`src/rtl/spi_cmd_pkg.sv`:
```
package spi_cmd_pkg;
  localparam int unsigned N_DATA = 4;
  localparam int unsigned DIDX_W = $clog2(N_DATA);

  typedef struct packed {
    logic       valid;
    logic       has_addr;
    logic       dummy;
    logic [2:0] n_wr;
    logic [2:0] n_rd;
  } shape_t;

  function automatic shape_t decode_shape(input logic [3:0] code);
    shape_t s;
    s = '0;
    s.valid = 1'b1;
    case (code)
      4'h1: ;
      4'h2: s.n_wr = 3'd1;
      4'h3: s.n_rd = 3'd2;
      4'h4: s.has_addr = 1'b1;
      4'h5: begin s.has_addr = 1'b1; s.n_wr = 3'd1; end
      4'h6: begin s.has_addr = 1'b1; s.n_wr = 3'd4; end
      4'h7: begin s.has_addr = 1'b1; s.dummy = 1'b1; s.n_rd = 3'd4; end
      4'h8, 4'h9, 4'hA, 4'hB: begin
        s.has_addr = 1'b1;
        s.n_rd     = 3'(code - 4'h7);
      end
      default: s.valid = 1'b0;
    endcase
    return s;
  endfunction
endpackage

```
`src/rtl/spi_cmd_regs.sv`:
```
module spi_cmd_regs
  import spi_cmd_pkg::*;
(
  input  logic                         clk_i,
  input  logic                         rst_ni,
  input  logic                         host_we_i,
  input  logic [2:0]                   host_addr_i,
  input  logic [7:0]                   host_wdata_i,
  input  logic                         busy_i,
  input  logic                         cap_we_i,
  input  logic [DIDX_W-1:0]            cap_idx_i,
  input  logic [7:0]                   cap_data_i,
  output logic [7:0]                   rdata_o,
  output logic [7:0]                   opcode_o,
  output logic [7:0]                   ctrl_o,
  output logic [7:0]                   addr_hi_o,
  output logic [7:0]                   addr_lo_o,
  output logic [N_DATA-1:0][7:0]       data_o
);
  logic acc;
  assign acc = host_we_i && !busy_i;

  always_ff @(posedge clk_i or negedge rst_ni) begin
    if (!rst_ni) begin
      opcode_o  <= '0;
      ctrl_o    <= '0;
      addr_hi_o <= '0;
      addr_lo_o <= '0;
    end else if (acc) begin
      case (host_addr_i)
        3'd0: opcode_o  <= host_wdata_i;
        3'd1: ctrl_o    <= host_wdata_i;
        3'd2: addr_hi_o <= host_wdata_i;
        3'd3: addr_lo_o <= host_wdata_i;
        default: ;
      endcase
    end
  end

  for (genvar g = 0; g < N_DATA; g++) begin : g_data
    always_ff @(posedge clk_i or negedge rst_ni) begin
      if (!rst_ni)
        data_o[g] <= '0;
      else if (cap_we_i && cap_idx_i == DIDX_W'(g))
        data_o[g] <= cap_data_i;
      else if (acc && host_addr_i[2] && host_addr_i[1:0] == 2'(g))
        data_o[g] <= host_wdata_i;
    end
  end

  always_comb begin
    case (host_addr_i)
      3'd0:    rdata_o = opcode_o;
      3'd1:    rdata_o = ctrl_o;
      3'd2:    rdata_o = addr_hi_o;
      3'd3:    rdata_o = addr_lo_o;
      default: rdata_o = data_o[host_addr_i[1:0]];
    endcase
  end

  // a write during busy leaves the window untouched
  p_busy_lock_r9: assert property (@(posedge clk_i) disable iff (!rst_ni)
    (busy_i && host_we_i && !cap_we_i) |=>
      ($stable(opcode_o) && $stable(ctrl_o) && $stable(addr_hi_o)
       && $stable(addr_lo_o) && $stable(data_o)));
endmodule

```
`src/rtl/spi_cmd_shift.sv`:
```
module spi_cmd_shift #(
  parameter int unsigned SCK_DIV = 4
) (
  input  logic       clk_i,
  input  logic       rst_ni,
  input  logic       start_i,
  input  logic [7:0] tx_i,
  input  logic       miso_i,
  output logic       sck_o,
  output logic       mosi_o,
  output logic       done_o,
  output logic [7:0] rx_o
);
  localparam int unsigned HALF = (SCK_DIV < 2) ? 1 : SCK_DIV / 2;
  localparam int unsigned DW   = (HALF > 1) ? $clog2(HALF) : 1;

  logic          active, phase, tick;
  logic [DW-1:0] div_cnt;
  logic [2:0]    bit_cnt;
  logic [7:0]    tx_q;

  assign tick   = (div_cnt == DW'(HALF - 1));
  assign sck_o  = active && phase;
  assign mosi_o = active && tx_q[7];
  assign done_o = active && tick && phase && (bit_cnt == 3'd7);

  always_ff @(posedge clk_i or negedge rst_ni) begin
    if (!rst_ni) begin
      active  <= 1'b0;
      phase   <= 1'b0;
      div_cnt <= '0;
      bit_cnt <= '0;
      tx_q    <= '0;
      rx_o    <= '0;
    end else if (start_i) begin
      active  <= 1'b1;
      phase   <= 1'b0;
      div_cnt <= '0;
      bit_cnt <= '0;
      tx_q    <= tx_i;
    end else if (active) begin
      if (tick) begin
        div_cnt <= '0;
        if (!phase) begin
          phase <= 1'b1;
          rx_o  <= {rx_o[6:0], miso_i};  // rising edge sample
        end else begin
          phase <= 1'b0;
          if (bit_cnt == 3'd7) begin
            active <= 1'b0;
          end else begin
            bit_cnt <= bit_cnt + 3'd1;
            tx_q    <= {tx_q[6:0], 1'b0};
          end
        end
      end else begin
        div_cnt <= div_cnt + DW'(1);
      end
    end
  end

  // MOSI holds while SCK is high
  p_mosi_hold_r8: assert property (@(posedge clk_i) disable iff (!rst_ni)
    (sck_o && $past(sck_o)) |-> $stable(mosi_o));
endmodule

```
`src/rtl/spi_cmd_seq.sv`:
```
module spi_cmd_seq
  import spi_cmd_pkg::*;
#(
  parameter int unsigned SCK_DIV = 4
) (
  input  logic                   clk_i,
  input  logic                   rst_ni,
  input  logic                   trig_i,
  input  shape_t                 shape_i,
  input  logic [3:0]             nib_i,
  input  logic [7:0]             opcode_i,
  input  logic [7:0]             addr_hi_i,
  input  logic [7:0]             addr_lo_i,
  input  logic [N_DATA-1:0][7:0] data_i,
  input  logic                   byte_done_i,
  input  logic [7:0]             rx_byte_i,
  output logic                   busy_o,
  output logic                   cs_no,
  output logic                   byte_start_o,
  output logic [7:0]             tx_byte_o,
  output logic                   cap_we_o,
  output logic [DIDX_W-1:0]      cap_idx_o,
  output logic [7:0]             cap_data_o
);
  localparam int unsigned TW = $clog2(SCK_DIV + 1);

  typedef enum logic [1:0] {S_IDLE, S_LOAD, S_XFER, S_TAIL} state_e;
  state_e        state;
  logic [3:0]    idx, hdr_len, total, rel, rd_rel;
  logic [TW-1:0] tail_cnt;
  logic          rd_slot, last_byte;

  // shape registers are held stable by the busy write lock
  assign hdr_len   = 4'd1 + (shape_i.has_addr ? 4'd3 : 4'd0) + 4'(shape_i.dummy);
  assign total     = hdr_len + 4'(shape_i.n_wr) + 4'(shape_i.n_rd);
  assign rel       = idx - hdr_len;
  assign rd_rel    = rel - 4'(shape_i.n_wr);
  assign rd_slot   = (idx >= hdr_len) && (rel >= 4'(shape_i.n_wr));
  assign last_byte = (idx == total - 4'd1);

  always_comb begin
    tx_byte_o = 8'h00;
    if (idx < hdr_len) begin
      case (idx)
        4'd0: tx_byte_o = opcode_i;
        4'd1: tx_byte_o = {4'h0, nib_i};
        4'd2: tx_byte_o = addr_hi_i;
        4'd3: tx_byte_o = addr_lo_i;
        default: tx_byte_o = 8'h00;  // dummy
      endcase
    end else if (rel < 4'(shape_i.n_wr)) begin
      tx_byte_o = data_i[rel[DIDX_W-1:0]];
    end
  end

  assign busy_o       = (state != S_IDLE);
  assign cs_no        = (state == S_IDLE);
  assign byte_start_o = (state == S_LOAD);
  assign cap_we_o     = (state == S_XFER) && byte_done_i && rd_slot;
  assign cap_idx_o    = rd_rel[DIDX_W-1:0];
  assign cap_data_o   = rx_byte_i;

  always_ff @(posedge clk_i or negedge rst_ni) begin
    if (!rst_ni) begin
      state    <= S_IDLE;
      idx      <= '0;
      tail_cnt <= '0;
    end else begin
      case (state)
        S_IDLE: if (trig_i) begin
          state <= S_LOAD;
          idx   <= '0;
        end
        S_LOAD: state <= S_XFER;
        S_XFER: if (byte_done_i) begin
          if (last_byte) begin
            state    <= S_TAIL;
            tail_cnt <= '0;
          end else begin
            idx   <= idx + 4'd1;
            state <= S_LOAD;
          end
        end
        S_TAIL: begin
          if (tail_cnt == TW'(SCK_DIV - 1)) state <= S_IDLE;
          else tail_cnt <= tail_cnt + TW'(1);
        end
        default: state <= S_IDLE;
      endcase
    end
  end

  // the shifter finishes a byte only while one is in flight
  p_done_in_xfer_r10: assert property (@(posedge clk_i) disable iff (!rst_ni)
    byte_done_i |-> (state == S_XFER));
endmodule

```
`src/rtl/spi_cmd_engine.sv`:
```
module spi_cmd_engine
  import spi_cmd_pkg::*;
#(
  parameter int unsigned SCK_DIV = 4
) (
  input  logic       clk_i,
  input  logic       rst_ni,
  input  logic       reg_we_i,
  input  logic [2:0] reg_addr_i,
  input  logic [7:0] reg_wdata_i,
  output logic [7:0] reg_rdata_o,
  output logic       busy_o,
  output logic       spi_sck_o,
  output logic       spi_cs_no,
  output logic       spi_mosi_o,
  input  logic       spi_miso_i
);
  logic [7:0]             opcode, ctrl, addr_hi, addr_lo, tx_byte, rx_byte, cap_data;
  logic [N_DATA-1:0][7:0] data;
  logic                   cap_we, byte_start, byte_done, trig;
  logic [DIDX_W-1:0]      cap_idx;
  shape_t                 shape, new_shape;

  assign new_shape = decode_shape(reg_wdata_i[7:4]);
  assign shape     = decode_shape(ctrl[7:4]);
  assign trig      = reg_we_i && !busy_o && (reg_addr_i == 3'd1) && new_shape.valid;

  spi_cmd_regs i_regs (
    .clk_i       (clk_i),
    .rst_ni      (rst_ni),
    .host_we_i   (reg_we_i),
    .host_addr_i (reg_addr_i),
    .host_wdata_i(reg_wdata_i),
    .busy_i      (busy_o),
    .cap_we_i    (cap_we),
    .cap_idx_i   (cap_idx),
    .cap_data_i  (cap_data),
    .rdata_o     (reg_rdata_o),
    .opcode_o    (opcode),
    .ctrl_o      (ctrl),
    .addr_hi_o   (addr_hi),
    .addr_lo_o   (addr_lo),
    .data_o      (data)
  );

  spi_cmd_seq #(.SCK_DIV(SCK_DIV)) i_seq (
    .clk_i       (clk_i),
    .rst_ni      (rst_ni),
    .trig_i      (trig),
    .shape_i     (shape),
    .nib_i       (ctrl[3:0]),
    .opcode_i    (opcode),
    .addr_hi_i   (addr_hi),
    .addr_lo_i   (addr_lo),
    .data_i      (data),
    .byte_done_i (byte_done),
    .rx_byte_i   (rx_byte),
    .busy_o      (busy_o),
    .cs_no       (spi_cs_no),
    .byte_start_o(byte_start),
    .tx_byte_o   (tx_byte),
    .cap_we_o    (cap_we),
    .cap_idx_o   (cap_idx),
    .cap_data_o  (cap_data)
  );

  spi_cmd_shift #(.SCK_DIV(SCK_DIV)) i_shift (
    .clk_i  (clk_i),
    .rst_ni (rst_ni),
    .start_i(byte_start),
    .tx_i   (tx_byte),
    .miso_i (spi_miso_i),
    .sck_o  (spi_sck_o),
    .mosi_o (spi_mosi_o),
    .done_o (byte_done),
    .rx_o   (rx_byte)
  );

  p_idle_sck_r8: assert property (@(posedge clk_i) disable iff (!rst_ni)
    spi_cs_no |-> !spi_sck_o);

  p_start_r2: assert property (@(posedge clk_i) disable iff (!rst_ni)
    (reg_we_i && !busy_o && reg_addr_i == 3'd1 && reg_wdata_i[7:4] != 4'h0
     && reg_wdata_i[7:4] <= 4'hB) |=> (busy_o && !spi_cs_no));

  p_no_start_r3: assert property (@(posedge clk_i) disable iff (!rst_ni)
    (reg_we_i && !busy_o && reg_addr_i == 3'd1
     && (reg_wdata_i[7:4] == 4'h0 || reg_wdata_i[7:4] > 4'hB)) |=> (!busy_o && spi_cs_no));
endmodule

```
`config.mk`:
```
export PLATFORM = sky130hd
export DESIGN_NAME = spi_cmd_engine
export DESIGN_NICKNAME = d
export VERILOG_FILES = /design/src/rtl/spi_cmd_pkg.sv /design/src/rtl/spi_cmd_regs.sv /design/src/rtl/spi_cmd_shift.sv /design/src/rtl/spi_cmd_seq.sv /design/src/rtl/spi_cmd_engine.sv
export SDC_FILE = /design/constraint.sdc
export NUM_CORES = 1
export LEC_CHECK = 0
export BUFFER_PORTS_ARGS = -buffer_cell sky130_fd_sc_hd__buf_2
export CORE_MARGIN = 1
export CORE_UTILIZATION = 35
export DETAILED_ROUTE_END_ITERATION = 6
export PLACE_DENSITY = 0.58
export SLEW_MARGIN = 25
export SYNTH_ARGS = -nofsm -noshare
export SYNTH_HDL_FRONTEND = slang
export SYNTH_HIERARCHICAL = 1
export SYNTH_SLANG_ARGS = --single-unit
```
`constraint.sdc`:
```
create_clock -name clk_i -period 3.47 [get_ports clk_i]
set_input_delay 0.347 -clock clk_i [delete_from_list [all_inputs] [get_ports clk_i]]
set_output_delay 0.347 -clock clk_i [all_outputs]
set_load 0.02 [all_outputs]
```
# Word-level counts from Yosys, hierarchy flattened
# Cells that the tools add are included.
# W data, S select, Z words.
[word_totals]
ff_bits = 95
in_bits = 15
output_inout_bits = 12
elab_cells = 190
[op_classes]
add_sub_neg = 12
magnitude_cmp = 6
eq_ne = 46
n_mux = 57
n_bitwise = 2
n_reduce_logical = 50
[ops]
columns = ["cell", "count"]
rows = [
  ["$mux W8", 17],
  ["$pmux W8 S4", 2],
  ["$bmux W8 S2", 2],
  ["$eq A4 B3 Y1 const B", 8],
  ["$eq A4 B4 Y1 const B", 8],
  ["$eq A4 B2 Y1 const B", 6],
  ["$mux W3", 8],
  ["$logic_and A1 B1 Y1", 20],
  ["$reduce_bool A2 Y1", 10],
  ["$reduce_and A4 Y1", 4],
  ["$mux W1", 15],
  ["$eq A2 B2 Y1 const B", 6],
  ["$mux W4", 3],
  ["$pmux W3 S2", 2],
  ["$reduce_or A11 Y1", 1],
  ["$mux W2", 5],
  ["$reduce_and A2 Y1", 5],
  ["$eq A3 B2 Y1 const B", 3],
  ["$pmux W3 S3", 1],
  ["$add A4 B3 Y4", 2],
  ["$eq A4 B1 Y1 const B", 2],
  ["$ne A2 B1 Y1 const B", 4],
  ["$pmux W2 S4", 1],
  ["$pmux W4 S2", 1],
  ["28 further kinds", 37],
]

# Longest topological paths before layout
[depth]
ltp_word = 13
mapped_depth = 19
ltp_nobuf = 17

# Modules after synthesis
# Netlist, hierarchy kept.
[modules_own_cells]
columns = ["module", "instances", "cells_each", "area_each_um2", "seq_area_each_um2"]
rows = [
  ["spi_cmd_regs", 1, 309, 3382.0, 1601.5],
  ["spi_cmd_seq", 1, 175, 1592.8, 225.2],
  ["spi_cmd_shift", 1, 70, 1016.0, 550.5],
  ["spi_cmd_engine", 1, 26, 196.4, 0.0],
]

# Least setup slack after synthesis
# Ideal clock, no wire load.
[synth_path]
path_type = "flip-flop to flip-flop"
from = "reg i_regs.ctrl_o[7]"
to = "reg i_regs/data_o[6] (netlist bit)"
setup_ns = 0.141
arrival_ns = 3.469
required_time_ns = 3.329
setup_slack_ns = -0.140
stages_incl_launch_ff = 17
path_buffers = 2
synth_period_minus_slack_ns = 3.610
cell_sequence = "dfrtp_1 -> inv_1 -> ha_1 -> and2_1 -> inv_1 -> ha_1 -> nand2b_1 -> ha_1 -> nor4b_2 -> a311oi_2 -> xor2_2 -> o311a_1 -> or3b_2 -> clkbuf_1 -> clkbuf_1 -> nor2_1 -> a31oi_1"
[synth_rtl]
columns = ["element", "line_no", "text"]
rows = [
  ["from (decl)", "spi_cmd_regs.sv:15", "output logic [7:0] ctrl_o,"],
  ["from (signal assigned)", "spi_cmd_regs.sv:32", "3'd1: ctrl_o <= host_wdata_i;"],
  ["to (signal, indexed assignment)", "spi_cmd_regs.sv:45", "data_o[g] <= cap_data_i;"],
  ["to (signal, indexed assignment)", "spi_cmd_regs.sv:47", "data_o[g] <= host_wdata_i;"],
  ["to (decl)", "spi_cmd_regs.sv:18", "output logic [N_DATA-1:0][7:0] data_o"],
]

==> flow_summary.toml <==
[run_status]
status = "finished, final reports clean"

[sta]
rsz0062_at_grt = "yes"
hold_viol_final = 0
hold_slack_ps = 76.9
fin_crit_ps = 3410
final.period_utilization = 0.983
tightest_slew_ps = 856
slew_headroom = 0.426
fmax_mhz = 293
maxSlewViolCount = 0
finalSetupViolations = 0
skew_ps = 11.3

[finish]
antenna-diode-count = 0
final_core_utilization = 0.415
drive_above_1_share = 0.350
fin_nets = 647
fill_cells = 1624
area_delta_synth_final_pct = 15.8

[floorplan]
die_w_um = 135
die_h_um = 135
row_count = 48
start_util = 0.358
dieArea_sq_um = 18200
core_sq_um = 17200
io_pins = 27

[run]
max-cap-violations = 0

[setup_path]
crit_type = "reg2reg"
path_buf_inv = 4
cp_slowest_stage_delay_ps = 580
crit_fanout = 4
cp.required_ps = 3700
crit_path_end_kind = "flip-flop"
crit_family = "adder cells"
critPathSlowestCell = "fa_2"
critPathArrivalTime_ps = 3650
start_kind = "flip-flop"
crit_chain = "buf_4, ha_1, a22o_1, inv_1, ha_1, inv_1, ha_4, xor2_2, ha_2, inv_2, fa_2, xnor2_2, nor3_4, a21oi_2, a21oi_2, mux2_4"

[cts]
clockBufferDepth = 2
clock_sinks = 95
htreeDepth = 3
clk-insertion-delay-late_ps = 360
cts_tree = "done"
cts-root-buf = "clkbuf_16"
clkTransAtPathRegs_ps = 70
holdBufCountCts = 0
cts_buffers = 9

[detailed_routing]
viasPerCell = 5.62
drcViolationCount = 0
firstDrtPassIters = 5
wl_per_cell_um = 19.7
drtIter0Drc = 394
vias = 4664
drt-total-wl_mm = 16.3
ant_nets = 0

[synth]
netlist_area_sq_um = 6170
avgSynthCellArea_sq_um = 10.7
syn_inst = 578
syn-num-nets = 625
yosys_warnings = 6

[power_and_ir_drop]
p_leak_uw = 0.00310
irDropWorstVdd_uv = 522
powerDensity_nw_per_um2 = 1020

[grt]
grt_pass1_wl_mm = 25.8
grt_overflow = 0
grt_max_degree = 65
grt_pass1_vias = 4680
track_usage = 0.186
antenna_found_initial = 0

[placement]
dp_hpwl_mm = 11.4
place_congestion = 0.801
portBuffers = 26

[min_path]
hp-class = "in2async"
[registers in the layout (all words and copies together) (netlist names)]
| name | flops |
|---|---|
| i_regs/data_o | 32 |
| i_regs/addr_hi_o | 8 |
| i_regs/addr_lo_o | 8 |
| i_regs/ctrl_o | 8 |
| i_regs/opcode_o | 8 |
| i_shift/rx_o | 8 |
| i_shift/tx_q | 8 |
| i_seq/idx | 4 |
| i_seq/tail_cnt | 3 |
| i_shift/bit_cnt | 3 |
| i_seq/state | 2 |
| i_shift/active | 1 |
| i_shift/div_cnt | 1 |
| i_shift/phase | 1 |
[cell usage in the layout, fill, tap and decap left out, drive strengths merged, types with 11 or more instances in the layout]
cell type  count
dfrtp         95
mux2          59
buf           54
nand2         50
nor2          41
inv           40
o21ai         38
a31oi         32
ha            29
mux4          24
nand3         19
nor2b         15
nand2b        11
[metrics by stage]
| stage | setup slack, ps | instances | instance area (sq um) | total power (uW) | setup TNS, ps |
|---|---|---|---|---|---|
| floorplan | 64.5 | 578 | 6190 | 4700 | 0 |
| global placement | 81.6 | 808 | 6570 | 5590 | 0 |
| detailed placement | -38.1 | 808 | 6570 | 5710 | -42.1 |
| CTS | 5.43 | 825 | 6880 | 6760 | 0 |
| global route | -97.9 | 830 | 7150 | 7840 | -387 |
| finish | 57.7 | 830 | 7150 | 7300 | 0 |
[worst paths after layout]
path | startpoint | end | slack [ps] | depth (start not counted)
max | i_regs/ctrl_o[4]$_DFFE_PN0P_ | i_seq/idx[0]$_DFFE_PN0P_ | 60 | 16
min | rst_ni | i_seq/tail_cnt[1]$_DFFE_PN0P_ | 80 | 1
max reg2reg | i_regs/ctrl_o[4]$_DFFE_PN0P_ | i_seq/idx[0]$_DFFE_PN0P_ | 60 | 16
min reg2reg | i_seq/tail_cnt[2]$_DFFE_PN0P_ | i_seq/tail_cnt[2]$_DFFE_PN0P_ | 490 | 1
max in group asynchronous | rst_ni | i_regs/data_o[30]$_DFFE_PN0P_ | 2580 | 2
min in group clk_i | spi_miso_i | i_shift/rx_o[0]$_DFFE_PN0P_ | 230 | 2
[cell type report]
cell class,count,area (sq um),area share
Clock buffer,9,225,0.0315
Multi-Input combinational cell,404,3650,0.511
Inverter,35,134,0.0187
Clock inverter,7,58.8,0.00823
Timing Repair Buffer,55,422,0.0590
Sequential cell,95,2380,0.333
Tap cell,225,282,0.0394
[timing repair]
action                     4_1_cts  5_1_grt
resized for setup                3       43
pin swaps                        1       17
cloned                           0        1
setup endpoints to repair       10       46
buffers inserted                 1        4
[per-layer routing]
layer / GRT usage / up-vias / share of wire
li1: - / 2123 / -
met1: 0.253 / 2365 / 0.45
met2: 0.301 / 154 / 0.48
met3: 0.0282 / 22 / 0.050
met4: 0.0655 / 0 / 0.016
met5: 0 / - / 0
[report_power, final]
part | total [uW] | leakage [uW] | switching, uW | internal, uW
Clock | 975 | 0.000139 | 475 | 501
Sequential | 2040 | 0.00118 | 487 | 1550
Combinational | 4280 | 0.00178 | 2070 | 2210
Note: power is estimated with default switching activity, not from simulation.
